==> src/rtl/scr_pkg.sv <==
package scr_pkg;

  // line levels of bits 1..9 after the start bit, bit 1 in position 0
  localparam logic [8:0] OPEN_DIRECT_RAW  = 9'h13B;
  localparam logic [8:0] OPEN_INVERSE_RAW = 9'h103;
  localparam logic [7:0] OPEN_DIRECT_BYTE  = 8'h3B;
  localparam logic [7:0] OPEN_INVERSE_BYTE = 8'h3F;

  typedef struct packed {
    logic [7:0] data;
    logic       good;     // character correct (or legal opener)
    logic       perr;     // parity failure reported by flag
    logic       ts_hit;
    logic       ts_inv;
    logic       ts_fail;
    logic       nack;     // pull the line in the guard window
    logic       store;    // load the output register
  } scr_verdict_t;

  function automatic logic vote3(input logic a, input logic b, input logic c);
    return (a & b) | (a & c) | (b & c);
  endfunction

endpackage

==> src/rtl/scr_line_sync.sv <==
module scr_line_sync #(
  parameter int STAGES = 2
) (
  input  logic clk,
  input  logic rst_n,
  input  logic line_in,
  output logic line_s,
  output logic fall
);
  logic [STAGES-1:0] pipe;
  logic              prev;

  generate
    if (STAGES == 1) begin : g_one
      always_ff @(posedge clk or negedge rst_n)
        if (!rst_n) pipe <= '1;
        else        pipe <= line_in;
    end else begin : g_many
      always_ff @(posedge clk or negedge rst_n)
        if (!rst_n) pipe <= '1;
        else        pipe <= {pipe[STAGES-2:0], line_in};
    end
  endgenerate

  always_ff @(posedge clk or negedge rst_n)
    if (!rst_n) prev <= 1'b1;
    else        prev <= pipe[STAGES-1];

  assign line_s = pipe[STAGES-1];
  assign fall   = prev & ~line_s;
endmodule

==> src/rtl/scr_deframer.sv <==
module scr_deframer
  import scr_pkg::*;
#(
  parameter int OSR = 16
) (
  input  logic       clk,
  input  logic       rst_n,
  input  logic       line_s,
  input  logic       fall,
  input  logic       block_mode,
  input  logic       nack_req,
  output logic       frame_done,
  output logic [8:0] raw_bits,
  output logic       pull_low
);
  localparam int SW = $clog2(OSR);
  localparam logic [SW-1:0] VOTE_T = SW'(OSR / 2 + 1);
  localparam logic [SW-1:0] HALF_T = SW'(OSR / 2);
  localparam logic [SW-1:0] LAST_T = SW'(OSR - 1);

  logic          busy;
  logic [SW-1:0] sub;
  logic [3:0]    bitn;
  logic [1:0]    hist;
  logic [8:0]    raw;
  logic          done_q;
  logic          nack_arm;
  logic          v;

  assign v = vote3(hist[1], hist[0], line_s);

  always_ff @(posedge clk or negedge rst_n) begin
    if (!rst_n) begin
      busy     <= 1'b0;
      sub      <= '0;
      bitn     <= '0;
      hist     <= 2'b11;
      raw      <= '0;
      done_q   <= 1'b0;
      nack_arm <= 1'b0;
    end else begin
      hist   <= {hist[0], line_s};
      done_q <= 1'b0;
      if (!busy) begin
        if (fall) begin
          busy     <= 1'b1;
          sub      <= SW'(1);
          bitn     <= '0;
          nack_arm <= 1'b0;
        end
      end else begin
        if (sub == LAST_T) begin
          sub  <= '0;
          bitn <= bitn + 4'd1;
        end else begin
          sub <= sub + SW'(1);
        end
        if (sub == VOTE_T) begin
          if (bitn == 4'd0 && v) busy <= 1'b0;          // false start
          else if (bitn >= 4'd1 && bitn <= 4'd9) raw[bitn - 4'd1] <= v;
          if (bitn == 4'd9) done_q <= 1'b1;
          if (block_mode && bitn == 4'd10) busy <= 1'b0;
        end
        if (!block_mode && bitn == 4'd11 && sub == HALF_T) busy <= 1'b0;
        if (done_q) nack_arm <= nack_req;
      end
    end
  end

  assign frame_done = done_q;
  assign raw_bits   = raw;
  assign pull_low   = busy & nack_arm &
                      ((bitn == 4'd10 && sub >= HALF_T) || (bitn == 4'd11 && sub < HALF_T));
endmodule

==> src/rtl/scr_judge.sv <==
module scr_judge
  import scr_pkg::*;
(
  input  logic [8:0]   raw,
  input  logic         inverse,
  input  logic         armed,
  input  logic         block_mode,
  input  logic         auto_nack,
  input  logic         ovf_nack,
  input  logic         out_busy,
  output scr_verdict_t verdict
);
  logic [7:0] dec;
  logic       par_ok, can_nack, hit_d, hit_i, deliver, overflow, err_nack;

  always_comb begin
    for (int i = 0; i < 8; i++) dec[7 - i] = ~raw[i];
    if (!inverse) dec = raw[7:0];
  end

  assign par_ok   = ((^raw) == inverse);
  assign can_nack = ~block_mode;
  assign hit_d    = (raw == OPEN_DIRECT_RAW);
  assign hit_i    = (raw == OPEN_INVERSE_RAW);

  always_comb begin
    verdict         = '0;
    verdict.ts_hit  = armed & (hit_d | hit_i);
    verdict.ts_inv  = hit_i;
    verdict.ts_fail = armed & ~(hit_d | hit_i);
    verdict.good    = armed ? (hit_d | hit_i) : par_ok;
    verdict.perr    = ~armed & ~par_ok & ~(can_nack & auto_nack);
    verdict.data    = armed ? (hit_i ? OPEN_INVERSE_BYTE : OPEN_DIRECT_BYTE) : dec;
    err_nack        = can_nack & auto_nack & (armed ? verdict.ts_fail : ~par_ok);
    deliver         = verdict.good | verdict.perr;
    overflow        = deliver & out_busy;
    verdict.store   = deliver & ~out_busy;
    verdict.nack    = err_nack | (overflow & can_nack & ovf_nack);
  end
endmodule

==> src/rtl/scr_nack_count.sv <==
module scr_nack_count #(
  parameter int W = 4
) (
  input  logic         clk,
  input  logic         rst_n,
  input  logic         inc,
  input  logic         clr,
  input  logic [W-1:0] limit,
  output logic         hit
);
  localparam logic [W-1:0] MAXV = '1;
  logic [W-1:0] cnt;

  always_ff @(posedge clk or negedge rst_n)
    if (!rst_n)                   cnt <= '0;
    else if (clr)                 cnt <= '0;
    else if (inc && cnt != MAXV)  cnt <= cnt + W'(1);

  assign hit = (limit != '0) && (cnt >= limit);
endmodule

==> src/rtl/scr_rx.sv <==
module scr_rx
  import scr_pkg::*;
#(
  parameter int OSR         = 16,
  parameter int SYNC_STAGES = 2,
  parameter int NACK_W      = 4
) (
  input  logic              clk,
  input  logic              rst_n,
  input  logic              io_line,
  output logic              io_pull_low,
  input  logic              cfg_block_mode,
  input  logic              cfg_auto_nack,
  input  logic              cfg_ovf_nack,
  input  logic [NACK_W-1:0] cfg_nack_limit,
  input  logic              ts_arm,
  output logic              ts_armed,
  output logic              conv_inverse,
  output logic              rx_valid,
  input  logic              rx_ready,
  output logic [7:0]        rx_data,
  output logic              parity_err,
  output logic              ts_bad,
  output logic              nack_limit_hit
);
  logic         line_s, fall, frame_done;
  logic [8:0]   raw_bits;
  scr_verdict_t verdict;

  scr_line_sync #(.STAGES(SYNC_STAGES)) u_sync (
    .clk(clk), .rst_n(rst_n), .line_in(io_line), .line_s(line_s), .fall(fall)
  );

  scr_deframer #(.OSR(OSR)) u_deframe (
    .clk(clk), .rst_n(rst_n), .line_s(line_s), .fall(fall),
    .block_mode(cfg_block_mode), .nack_req(verdict.nack),
    .frame_done(frame_done), .raw_bits(raw_bits), .pull_low(io_pull_low)
  );

  scr_judge u_judge (
    .raw(raw_bits), .inverse(conv_inverse), .armed(ts_armed),
    .block_mode(cfg_block_mode), .auto_nack(cfg_auto_nack), .ovf_nack(cfg_ovf_nack),
    .out_busy(rx_valid & ~rx_ready), .verdict(verdict)
  );

  scr_nack_count #(.W(NACK_W)) u_count (
    .clk(clk), .rst_n(rst_n),
    .inc(frame_done & verdict.nack),
    .clr(frame_done & verdict.store & verdict.good),
    .limit(cfg_nack_limit), .hit(nack_limit_hit)
  );

  always_ff @(posedge clk or negedge rst_n) begin
    if (!rst_n) begin
      ts_armed     <= 1'b0;
      conv_inverse <= 1'b0;
      rx_valid     <= 1'b0;
      rx_data      <= '0;
      parity_err   <= 1'b0;
      ts_bad       <= 1'b0;
    end else begin
      if (ts_arm) ts_armed <= 1'b1;
      else if (frame_done && verdict.ts_hit) ts_armed <= 1'b0;
      if (frame_done && verdict.ts_hit) conv_inverse <= verdict.ts_inv;
      ts_bad     <= frame_done & verdict.ts_fail;
      parity_err <= frame_done & verdict.perr;
      if (frame_done && verdict.store) begin
        rx_valid <= 1'b1;
        rx_data  <= verdict.data;
      end else if (rx_ready) begin
        rx_valid <= 1'b0;
      end
    end
  end
endmodule

==> config.mk <==
export PLATFORM = sky130hd
export DESIGN_NAME = scr_rx
export DESIGN_NICKNAME = d
export VERILOG_FILES = /design/src/rtl/scr_pkg.sv /design/src/rtl/scr_line_sync.sv /design/src/rtl/scr_deframer.sv /design/src/rtl/scr_judge.sv /design/src/rtl/scr_nack_count.sv /design/src/rtl/scr_rx.sv
export SDC_FILE = /design/constraint.sdc
export NUM_CORES = 1
export LEC_CHECK = 0
export BUFFER_PORTS_ARGS = -buffer_cell sky130_fd_sc_hd__buf_2
export CORE_ASPECT_RATIO = 1.2
export CORE_MARGIN = 1
export CORE_UTILIZATION = 47
export CTS_CLUSTER_DIAMETER = 60
export CTS_CLUSTER_SIZE = 8
export DETAILED_ROUTE_END_ITERATION = 8
export PLACE_DENSITY = 0.75
export SYNTH_ARGS = -nofsm -noshare
export SYNTH_HDL_FRONTEND = slang
export SYNTH_SLANG_ARGS = --single-unit
==> constraint.sdc <==
create_clock -name clk -period 2.6 [get_ports clk]
set_input_delay 0.52 -clock clk [delete_from_list [all_inputs] [get_ports clk]]
set_output_delay 0.52 -clock clk [all_outputs]
set_load 0.1 [all_outputs]
==> reports/results.ini, run 1 <==
[synthesis]
yosysWarnings = 0
syn_inst = 266
synthFlopType = dfrtp_1
syn_nets = 298
synth_edf_count = 0
synth.cell_area_um2 = 2500
avgSynthCellArea_um2 = 9.41
yosysUniqueCellTypes = 45
ys_seq_elements = 41
ys_seq_area_share_pct = 41.2
async_flop_share_pct = 100
synth-adder-area-share_pct = 10.4
synth_top_family_by_area = simple AND/OR/NAND/NOR gates
synth_compound_area_share_pct = 14.7
synth_xor_area_share_pct = 3.70
synth.area.mux_share_pct = 6.90
synth_simple_gate_area_share_pct = 17.4

[route]
drtPass1Iterations = 4
drt_wl_total_um = 4530
drt_drc_violations_left = 0
wire_per_inst_um = 12.8
ant_nets = 0
via_per_inst = 5.36
drt-initial-drc-count = 72
num_vias = 1899

[cts]
clk_path_buf_depth = 2
cts_made_buffers = 5
cts_max_level = 2
clockRootBuffer = clkbuf_8
clock-sinks = 41
cts_tree = done
clk_pin_slew_ns = 0.08
clock_latency_ns = 0.29

[power_and_ir_drop]
power_switching_mw = 0.580
power_mw = 1.85
peakVddDrop_uv = 504
switching_share_pct = 31.4
p_int_mw = 1.27
seqPwrFrac_pct = 43.8
power_frac_comb_pct = 23.5
powerDensity_nw_per_um2 = 652
p_leak_nw = 1.40
clockPowerShare_pct = 32.7

[sta]
fmax_mhz = 408
max_slew_margin_pct = 41.7
skew_ns = 0.00411
period_share_pct = 94.2
finalCriticalPeriod_ns = 2.45
worst_slack_ns = 0.152
worstMarginPinSlew_ns = 0.874
hold_violations = 0
finalSetupViolCount = 0
tns_ns = 0
rsz0062_at_grt = false
slew_viol_final = 0

[worst_setup_path]
required_ns = 2.08
crit_path_max_fanout = 3
critPathLaunchType = flip-flop
cp_cell_sequence = inv_1 -> ha_1 -> nand2b_1 -> a21o_1 -> a21o_1 -> a21oi_1 -> nor2_2 -> buf_4
crit_cells = 8
cp_top_family = compound AO/OA/AOI/OAI gates
critPathBufInv = 2
crit_path_end_kind = output pin
critPathKind = reg -> out
slowest_stage = dfrtp_1
cp.arrival_ns = 1.93
crit_path_max_incr_delay_ns = 0.39
ff2ff_path_depth = 7
crit_top_cell = a21o_1

[die]
top_level_ports = 27
die_h_um = 81.9
start_util_pct = 50.0
dieArea_um2 = 5620
core_area_um2 = 5010
dieWidth_um = 68.6
row_count = 28

[layout]
multiInputGateArea_um2 = 1340
fin_nets = 325
antennaDiodeCount = 0
syn2layout_area_growth_pct = 13.2
mostFrequentLayoutCells = dfrtp_1 (37), nand2_1 (28), buf_2 (25), inv_1 (23), o21ai_0 (23)
layout_commonest_cell = dfrtp_1
fillCellCount = 447
ff_latch_area_um2 = 1030
drive_gt1_share_pct = 20.7

[placed_design]
dp_hpwl_um = 3360
pre_cts_slack_ns = 0.201
io_buffers = 26
gp_congestion = 0.810

[worst_hold_path]
hold_depth = 1
hold_class = in -> reg

[grt]
antenna_found_initial = 0
grt-ovfl-total = 0
grt_pass1_vias = 1797
grt_pass1_wl_um = 7670
grt_max_degree = 42
track_usage_pct = 18.4

[run_status]
outcome = complete, no violations

[job]
cap_violations = 0

[cell usage after synthesis (4+ instances only)]
cell type	number	share of area, %
nand3_1	13	2.6
nor2_1	23	3.4
mux2_2	10	4.5
mux2i_1	6	2.4
nand2b_1	6	1.5
dfrtp_1	37	37
inv_1	23	3.4
xor2_1	4	1.4
o31ai_1	4	1.2
nand4_1	4	1.0
o21ai_0	23	4.6
nand2_1	28	4.2
clkbuf_1	8	1.2
ha_1	20	10
a21oi_1	11	2.2
dfstp_2	4	4.2
[registers in the layout (all words and copies together) (netlist names), 2 cells and up]
register            cells
u_deframe.sub           4
rx_data                 8
u_deframe.bitn          4
u_deframe.raw_bits      9
u_deframe.hist          2
u_count.cnt             4
u_sync.pipe             2
[cell families (layout without fill, tap and decap cells)]
kind of cell	count (synthesis)	count (layout)
compound gates	56	56
flops	41	41
simple gates	90	90
mux	16	16
fa+ha+maj	21	21
buf+inv	34	62
xor+xnor	8	8
[power groups by stage]
stage | sequential [mW] | combinational [mW] | clock, mW
2_1_floorplan | 0.775 | 0.372 | 0
3_3_place_gp | 0.818 | 0.419 | 0
3_5_place_dp | 0.822 | 0.434 | 0
4_1_cts | 0.809 | 0.437 | 0.618
5_1_grt | 0.824 | 0.499 | 0.642
6_report | 0.809 | 0.435 | 0.603
[worst reg2reg max path, cell delays in order, from the launching register on]
cell and delay (ns):
dfrtp_1 0.40, inv_1 0.08, ha_1 0.30, xor2_1 0.18, xnor3_2 0.52, mux2i_1 0.41, o21ai_0 0.16, mux2i_1 0.16
[through the flow]
stage / utilization, % / cell area, µm² / hold slack [ns] / instances
detailed placement: 53.5 / 2680 / 0.347 / 344
global placement: 53.5 / 2680 / 0.346 / 344
floorplan: - / 2510 / 0.224 / 266
global route: 56.5 / 2830 / 0.303 / 354
CTS: 56.2 / 2810 / 0.310 / 352
finish: 56.5 / 2830 / 0.321 / 354
[repair_timing]
item,4_1_cts,5_1_grt
endpoints found under the hold margin,0,0
setup buffers,0,2
endpoints found under the setup margin,0,1
hold buffers,0,0
gates resized for setup,0,2
[layout make-up]
cell class                 count  share of cell area, %
clock buffer                   5                   2.43
clock inverter                 3                   2.30
inverter                      23                   3.05
multi-input combinational    191                   47.1
sequential                    41                   36.4
tap                           60                   2.65
timing repair buffer          31                   6.01
[layer usage]
| layer | routed length, µm | track usage [%] |
|---|---|---|
| met5 | 0 | 0 |
| met4 | 93 | 9.79 |
| met3 | 149 | 3.89 |
| met2 | 2290 | 32.1 |
| met1 | 1990 | 20.5 |
[final timing paths]
kind                                                   start                            to  slack [ns]
max                               u_count.cnt[0]$_DFFE_PN0P_                nack_limit_hit        0.15
min                                                  io_line      u_sync.pipe[0]$_DFF_PN1_        0.32
max reg2reg                u_deframe.raw_bits[2]$_DFFE_PN0P_    u_count.cnt[1]$_DFFE_PN0P_        0.31
min reg2reg                         u_sync.pipe[0]$_DFF_PN1_      u_sync.pipe[1]$_DFF_PN1_        0.36
max in group asynchronous                              rst_n  u_deframe.sub[3]$_DFFE_PN0P_        1.71
min in group asynchronous                              rst_n    u_count.cnt[2]$_DFFE_PN0P_        0.34
Power figures use the tool's default switching activity.
==> inputs of run 2 (changes only) <==
- SYNTH_HIERARCHICAL: default -> 1
==> run 2 against run 1 <==
  * Sequential power is 1% higher
  * Critical path depth up 1
  * Cell area grew 2.1%
  * Register-to-register slack worse by 0.18 ns
  * Sequential share of layout area increased by 0.21 points
  * Maximum frequency fell by 0.81%
  * Largest cell class unchanged
==> reports/results.ini, run 2 <==
[run_status]
outcome = complete, no violations

[sta]
hold_violations = 0  ; unchanged
finalSetupViolCount = 0  ; unchanged
max_slew_margin_pct = 64.0  ; +22 points
worstMarginPinSlew_ns = 0.540  ; -0.334 ns
slew_viol_final = 0  ; unchanged
fmax_mhz = 405  ; -0.81%
finalCriticalPeriod_ns = 2.47  ; +0.0201 ns
skew_ns = 0.00844  ; +0.00433 ns
worst_slack_ns = 0.132  ; -0.0201 ns
holdWs_ns = 0.276  ; -0.0444 ns
period_share_pct = 94.9  ; +0.77 points

[grt]
grt_pass1_vias = 1802  ; +0.28%
grt_pass1_wl_um = 8150  ; +6.2%
antenna_found_initial = 0  ; unchanged
grt-ovfl-total = 0  ; unchanged
track_usage_pct = 17.4  ; -1.0 points
grt_max_degree = 43  ; +2.4%

[synthesis]
yosys-top-cells-area = dfrtp_1 (36%), ha_1 (9.2%), mux2_2 (8.3%)
synth_edf_count = 0  ; unchanged
yosysMostFrequentCell = dfrtp_1
synthFlopType = dfrtp_1
synth_commonest_cells = dfrtp_1 (37), nand2_1 (24), ha_1 (19), mux2_2 (19), inv_1 (18)
synth.cell_area_um2 = 2590  ; +3.3%
yosysTopAreaCellShare_pct = 35.8  ; -1.2 points
syn_nets = 287  ; -3.7%
ys_seq_area_share_pct = 40.9  ; -0.32 points
avgSynthCellArea_um2 = 10.1  ; +7.4%
ys_seq_elements = 42  ; +2.4%
yosysWarnings = 6  ; +6
async_flop_share_pct = 100  ; unchanged
syn_inst = 256  ; -3.8%
yosysUniqueCellTypes = 55  ; +22%
yosys.area.top_type = dfrtp_1

[power_and_ir_drop]
peakVddDrop_uv = 402  ; -20%
clockPowerShare_pct = 29.6  ; -3.1 points
power_mw = 1.73  ; -6.1%
p_int_mw = 1.18  ; -7.0%
p_leak_nw = 1.35  ; -3.7%
seqPwrFrac_pct = 47.3  ; +3.5 points
switching_share_pct = 32.1  ; +0.63 points
power_switching_mw = 0.556  ; -4.3%
power_frac_comb_pct = 23.2  ; -0.3 points
powerDensity_nw_per_um2 = 600  ; -8.0%

[worst_setup_path]
reg2reg_from = u_deframe/raw_bits[3]$_DFFE_PN0P_
cp_cell_sequence = inv_1 -> ha_1 -> xnor2_1 -> xnor3_1 -> nand2b_1 -> a311oi_2 -> and2_4 -> nor2b_4 -> mux2_4
cp.arrival_ns = 2.66  ; +0.73 ns
required_ns = 2.79  ; +0.71 ns
crit_path_max_fanout = 5  ; +2
crit_path_max_incr_delay_ns = 0.41  ; +0.02 ns
cp_top_family = XOR/XNOR gates
critPathBufInv = 1  ; -1
crit_path_end_kind = flip-flop
critPathKind = reg -> reg
critPathLaunchType = flip-flop
slowest_stage = dfrtp_1
crit_path_start = u_deframe/raw_bits[3]$_DFFE_PN0P_

[layout]
final_util_pct = 54.6  ; -2.0 points
largest_reg_flops = 9  ; unchanged
syn2layout_area_growth_pct = 11.8
mostFrequentLayoutCells = dfrtp_1 (36), buf_2 (26), nand2_1 (24), mux2_2 (19), ha_1 (19)
antennaDiodeCount = 0  ; unchanged
fin_nets = 314  ; -3.4%
drive_gt1_share_pct = 28.9  ; +8.1 points
fillCellCount = 470  ; +5.1%
layout_commonest_cell = dfrtp_1

[cts]
clock_latency_ns = 0.30  ; about the same
clockRootBuffer = clkbuf_8
clk_pin_slew_ns = 0.08  ; about the same
cts_tree = done
clock-sinks = 42  ; +2.4%
cts_max_level = 2  ; unchanged
clk_path_buf_depth = 2  ; unchanged
cts_made_buffers = 5  ; unchanged

[route]
num_vias = 1863  ; -1.9%
drt_drc_violations_left = 0  ; unchanged
drt-initial-drc-count = 76  ; +5.6%
drtPass1Iterations = 4  ; unchanged
drt_wl_total_um = 4600  ; +1.7%
wire_per_inst_um = 13.3  ; +4.1%
ant_nets = 0  ; unchanged
via_per_inst = 5.38  ; +0.37%

[job]
cap_violations = 0  ; unchanged

[die]
dieArea_um2 = 5800  ; +3.3%
dieWidth_um = 69.7  ; +1.6%
row_count = 29  ; +3.6%
start_util_pct = 48.8  ; -1.1 points
die_h_um = 83.3  ; +1.6%
top_level_ports = 27  ; unchanged
core_area_um2 = 5300  ; +5.7%

[worst_hold_path]
hold_class = in -> async

[placed_design]
io_buffers = 26  ; unchanged
pre_cts_slack_ns = 0.112  ; -0.0890 ns
dp_hpwl_um = 3320  ; -1.1%
gp_congestion = 0.810  ; about the same

[run 2: timing repair]
item | in CTS | in global routing
hold buffers | 0 | 0
setup endpoints to repair | 0 | 2
setup buffers | 0 | 1
gates resized for setup | 0 | 3
[run 2: cells by family (layout without fill, tap and decap cells)]
logic type	Yosys count	count (layout)	synth area share, %
xor gates and xnor gates	7	7	3.19
and+or+nand+nor	93	93	20.6
DFF	42	42	40.9
muxes	23	23	10.1
adders and majority gates	20	20	9.63
AOI/OAI and AO/OA	43	43	11.0
buffers and inverters	28	56	4.69
[run 2: cell type report]
class / instances / area (µm²) / share of cell area [%]
sequential: 42 / 1060 / 36.6
timing repair buffer: 30 / 160 / 5.54
clock buffer: 7 / 76.3 / 2.64
multi-input combinational: 186 / 1420 / 49.1
inverter: 18 / 67.6 / 2.34
clock inverter: 1 / 30.0 / 1.04
tap: 62 / 77.6 / 2.68
[run 2: metrics by stage]
| step | std cells | area (µm²) | setup TNS, ns |
|---|---|---|---|
| after floorplan | 256 | 2590 | 0 |
| after global placement | 337 | 2770 | 0 |
| after detailed placement | 337 | 2770 | 0 |
| after CTS | 345 | 2880 | 0 |
| after global routing | 346 | 2890 | -0.0421 |
| final | 346 | 2890 | 0 |
[run 2: worst reg2reg max path, delay by kind of cell, from the launching register on]
kind,cells,cell delay (ns)
XOR/XNOR,2,0.52
AND/OR/NAND/NOR,3,0.46
flip-flops,1,0.41
AO/OA/AOI/OAI,1,0.32
multiplexers,1,0.30
adder cells (fa/ha/maj),1,0.28
buffers and inverters,1,0.07
[run 2: worst paths after layout]
| path | depth (start not counted) | slack, ns | to |
|---|---|---|---|
| worst max-delay path | 9 | 0.13 | u_count/cnt[0]$_DFFE_PN0P_ |
| worst min-delay path | 2 | 0.28 | rx_data[7]$_DFFE_PN0P_ |
| worst max register to register | 9 | 0.13 | u_count/cnt[0]$_DFFE_PN0P_ |
| worst min register to register | 0 | 0.36 | u_sync/pipe[1]$_DFF_PN1_ |
| max in group asynchronous | 2 | 1.92 | conv_inverse$_DFFE_PN0P_ |
| min in group clk | 1 | 0.31 | u_sync/pipe[0]$_DFF_PN1_ |
[run 2: power by group through the flow]
stage	combinational (mW)	clock [mW]	sequential, mW
floorplan	0.350	0	0.781
global route	0.465	0.556	0.834
finish	0.402	0.513	0.819
global placement	0.393	0	0.822
detailed placement	0.400	0	0.829
CTS	0.404	0.529	0.816
[run 2: per-layer routing]
layer | vias up | part of all wire [%] | track usage [%]
met5 | - | 0 | 0
met4 | 0 | 1.6 | 6.55
met3 | 6 | 2.4 | 3.64
met2 | 26 | 49 | 29.1
met1 | 891 | 47 | 22.1
li1 | 940 | - | -
==> inputs of run 3 (changes only) <==
- PLACE_DENSITY: 0.75 -> default
- PLACE_DENSITY_LB_ADDON: default -> 0.12
==> run 3 against run 2 <==
  * Die area is the same
  * Highest routed layer unchanged
  * Register-to-register slack gained 0.04 ns
  * Critical path depth is the same
  * Worst hold slack lost 0.090 ns
  * Critical path type unchanged
  * Non-clock buffer count grew 2
==> reports/results.ini, run 3 (synthesis gave the netlist of run 2 again) <==
[sta]
max_slew_margin_pct = 66.5  ; +2.6 points
worstMarginPinSlew_ns = 0.501  ; -0.0397 ns
period_share_pct = 93.2  ; -1.7 points
finalCriticalPeriod_ns = 2.42  ; -0.0439 ns
rsz0062_at_grt = false
finalSetupViolCount = 0  ; unchanged
hold_violations = 0  ; unchanged
tns_ns = 0  ; unchanged
slew_viol_final = 0  ; unchanged
fmax_mhz = 412  ; +1.8%
skew_ns = 0.00935  ; +0.000914 ns

[power_and_ir_drop]
p_leak_nw = 1.35  ; +0.47%
powerDensity_nw_per_um2 = 598  ; -0.35%
peakVddDrop_uv = 447  ; +11%

[cts]
cts_tree = done
clock_latency_ns = 0.30  ; about the same
cts_made_buffers = 5  ; unchanged
clk_path_buf_depth = 2  ; unchanged
clockRootBuffer = clkbuf_8
cts_max_level = 2  ; unchanged
clk_pin_slew_ns = 0.08  ; about the same
clock-sinks = 42  ; unchanged
postCtsHoldBufs = 0  ; unchanged

[placed_design]
dpl_cell_area_um2 = 2780  ; +0.54%
io_buffers = 26  ; unchanged
dp_hpwl_um = 3480  ; +4.8%
gp_congestion = 0.757  ; -6.6%

[worst_setup_path]
critPathLaunchType = flip-flop
r2r_end = u_count/cnt[0]$_DFFE_PN0P_
crit_path_max_incr_delay_ns = 0.39  ; -0.02 ns
reg2reg_slack_ns = 0.18  ; +0.04 ns
cp_cell_sequence = inv_1 -> ha_1 -> xnor2_1 -> xnor3_1 -> nand2b_1 -> a311oi_2 -> and2_2 -> nor2b_4 -> mux2_4
crit_path_max_fanout = 4  ; -1
required_ns = 2.79  ; about the same
cp_top_family = XOR/XNOR gates
critPathBufInv = 1  ; unchanged
crit_path_end_kind = flip-flop
reg2reg_from = u_deframe/raw_bits[2]$_DFFE_PN0P_
critPathKind = reg -> reg
cp.arrival_ns = 2.61  ; -0.05 ns
ff2ff_path_depth = 9  ; unchanged
slowest_stage = xnor3_1

[layout]
fillCellCount = 481  ; +2.3%
largest_reg_flops = 9  ; unchanged
fin_nets = 316  ; +0.64%
drive_gt1_share_pct = 30.1  ; +1.2 points
antennaDiodeCount = 0  ; unchanged
fin_area_um2 = 2910  ; +0.74%
syn2layout_area_growth_pct = 12.6
mostFrequentLayoutCells = dfrtp_1 (36), buf_2 (26), nand2_1 (24), mux2_2 (19), ha_1 (19)
layout_commonest_cell = dfrtp_1

[route]
wire_per_inst_um = 13.4  ; +0.63%
drt_drc_violations_left = 0  ; unchanged
via_per_inst = 5.34  ; -0.79%
drtPass1Iterations = 4  ; unchanged
num_vias = 1859  ; -0.21%
drt-initial-drc-count = 81  ; +6.6%
ant_nets = 0  ; unchanged
drt_wl_total_um = 4660  ; +1.2%

[die]
top_level_ports = 27  ; unchanged
dieWidth_um = 69.7  ; unchanged
start_util_pct = 48.8  ; unchanged
dieArea_um2 = 5800  ; unchanged
row_count = 29  ; unchanged
die_h_um = 83.3  ; unchanged
core_area_um2 = 5300  ; unchanged

[grt]
grt_max_degree = 22  ; -49%
grt_pass1_vias = 1801  ; -0.055%
grt_pass1_wl_um = 8390  ; +3.0%
track_usage_pct = 18.1  ; +0.71 points
antenna_found_initial = 0  ; unchanged
grt-ovfl-total = 0  ; unchanged

[run_status]
outcome = complete, no violations

[job]
cap_violations = 0  ; unchanged

[worst_hold_path]
hold_class = in -> async

==> run 3: cell types whose count changed in the layout (fill, tap and decap cells not counted), sizes merged <==
cell,change
buf,+2
clkbuf,-2
clkinvlp,+2
==> run 3: routing by layer <==
layer	vias to the layer above	share of wire, %	GRT usage, %
met4	0	1.8	7.09
met1	876	48	23.8
met3	7	2.4	2.91
li1	951	-	-
met5	-	0	0
met2	25	48	29.9
==> run 3: how the worst max path moves through the flow <==
stage / start / endpoint / cells past startpoint
finish: u_deframe/raw_bits[2]$_DFFE_PN0P_ / u_count/cnt[0]$_DFFE_PN0P_ / 9
global route: u_deframe/raw_bits[2]$_DFFE_PN0P_ / u_count/cnt[0]$_DFFE_PN0P_ / 9
CTS: u_deframe/raw_bits[3]$_DFFE_PN0P_ / u_count/cnt[0]$_DFFE_PN0P_ / 9
detailed placement: u_deframe/raw_bits[3]$_DFFE_PN0P_ / u_count/cnt[0]$_DFFE_PN0P_ / 9
global placement: u_deframe/raw_bits[2]$_DFFE_PN0P_ / u_count/cnt[0]$_DFFE_PN0P_ / 9
floorplan: u_deframe/bitn[0]$_DFFE_PN0P_ / io_pull_low / 4
==> run 3: cell type report <==
type	instances	area, µm²	share of cell area [%]
Clock inverter	3	45.0	1.55
Multi-Input combinational cell	186	1420	48.7
Sequential cell	42	1060	36.4
Tap cell	62	77.6	2.66
Inverter	18	67.6	2.32
Timing Repair Buffer	32	175	6.02
Clock buffer	5	68.8	2.36
==> run 3: worst register-to-register path, cell delays in order, from the launching register on <==
cell and delay (ns):
dfrtp_1 0.38, inv_1 0.07, ha_1 0.30, xnor2_1 0.13
xnor3_1 0.39, nand2b_1 0.09, a311oi_2 0.28, and2_2 0.22
nor2b_4 0.17, mux2_4 0.30
==> run 3: metrics by stage <==
step           std cells  hold slack (ns)  util (%)  setup slack (ns)  power [mW]
2_1_floorplan        256            0.224         -            0.0797        1.13
3_3_place_gp         339            0.346      52.6             0.195        1.23
3_5_place_dp         339            0.347      52.6             0.107        1.23
4_1_cts              347            0.192      54.7            0.0939        1.76
5_1_grt              348            0.200      55.0            0.0170        1.87
6_report             348            0.187      55.0             0.176        1.74
==> run 3: timing repair <==
action	4_1_cts	5_1_grt
resized for setup	0	1
setup buffers	0	1
endpoints found under the setup margin	0	2
==> run 3: report_power, final <==
part	total [mW]	internal, mW	switching, mW
clock network	0.517	0.286	0.231
registers	0.816	0.714	0.102
logic	0.408	0.179	0.229
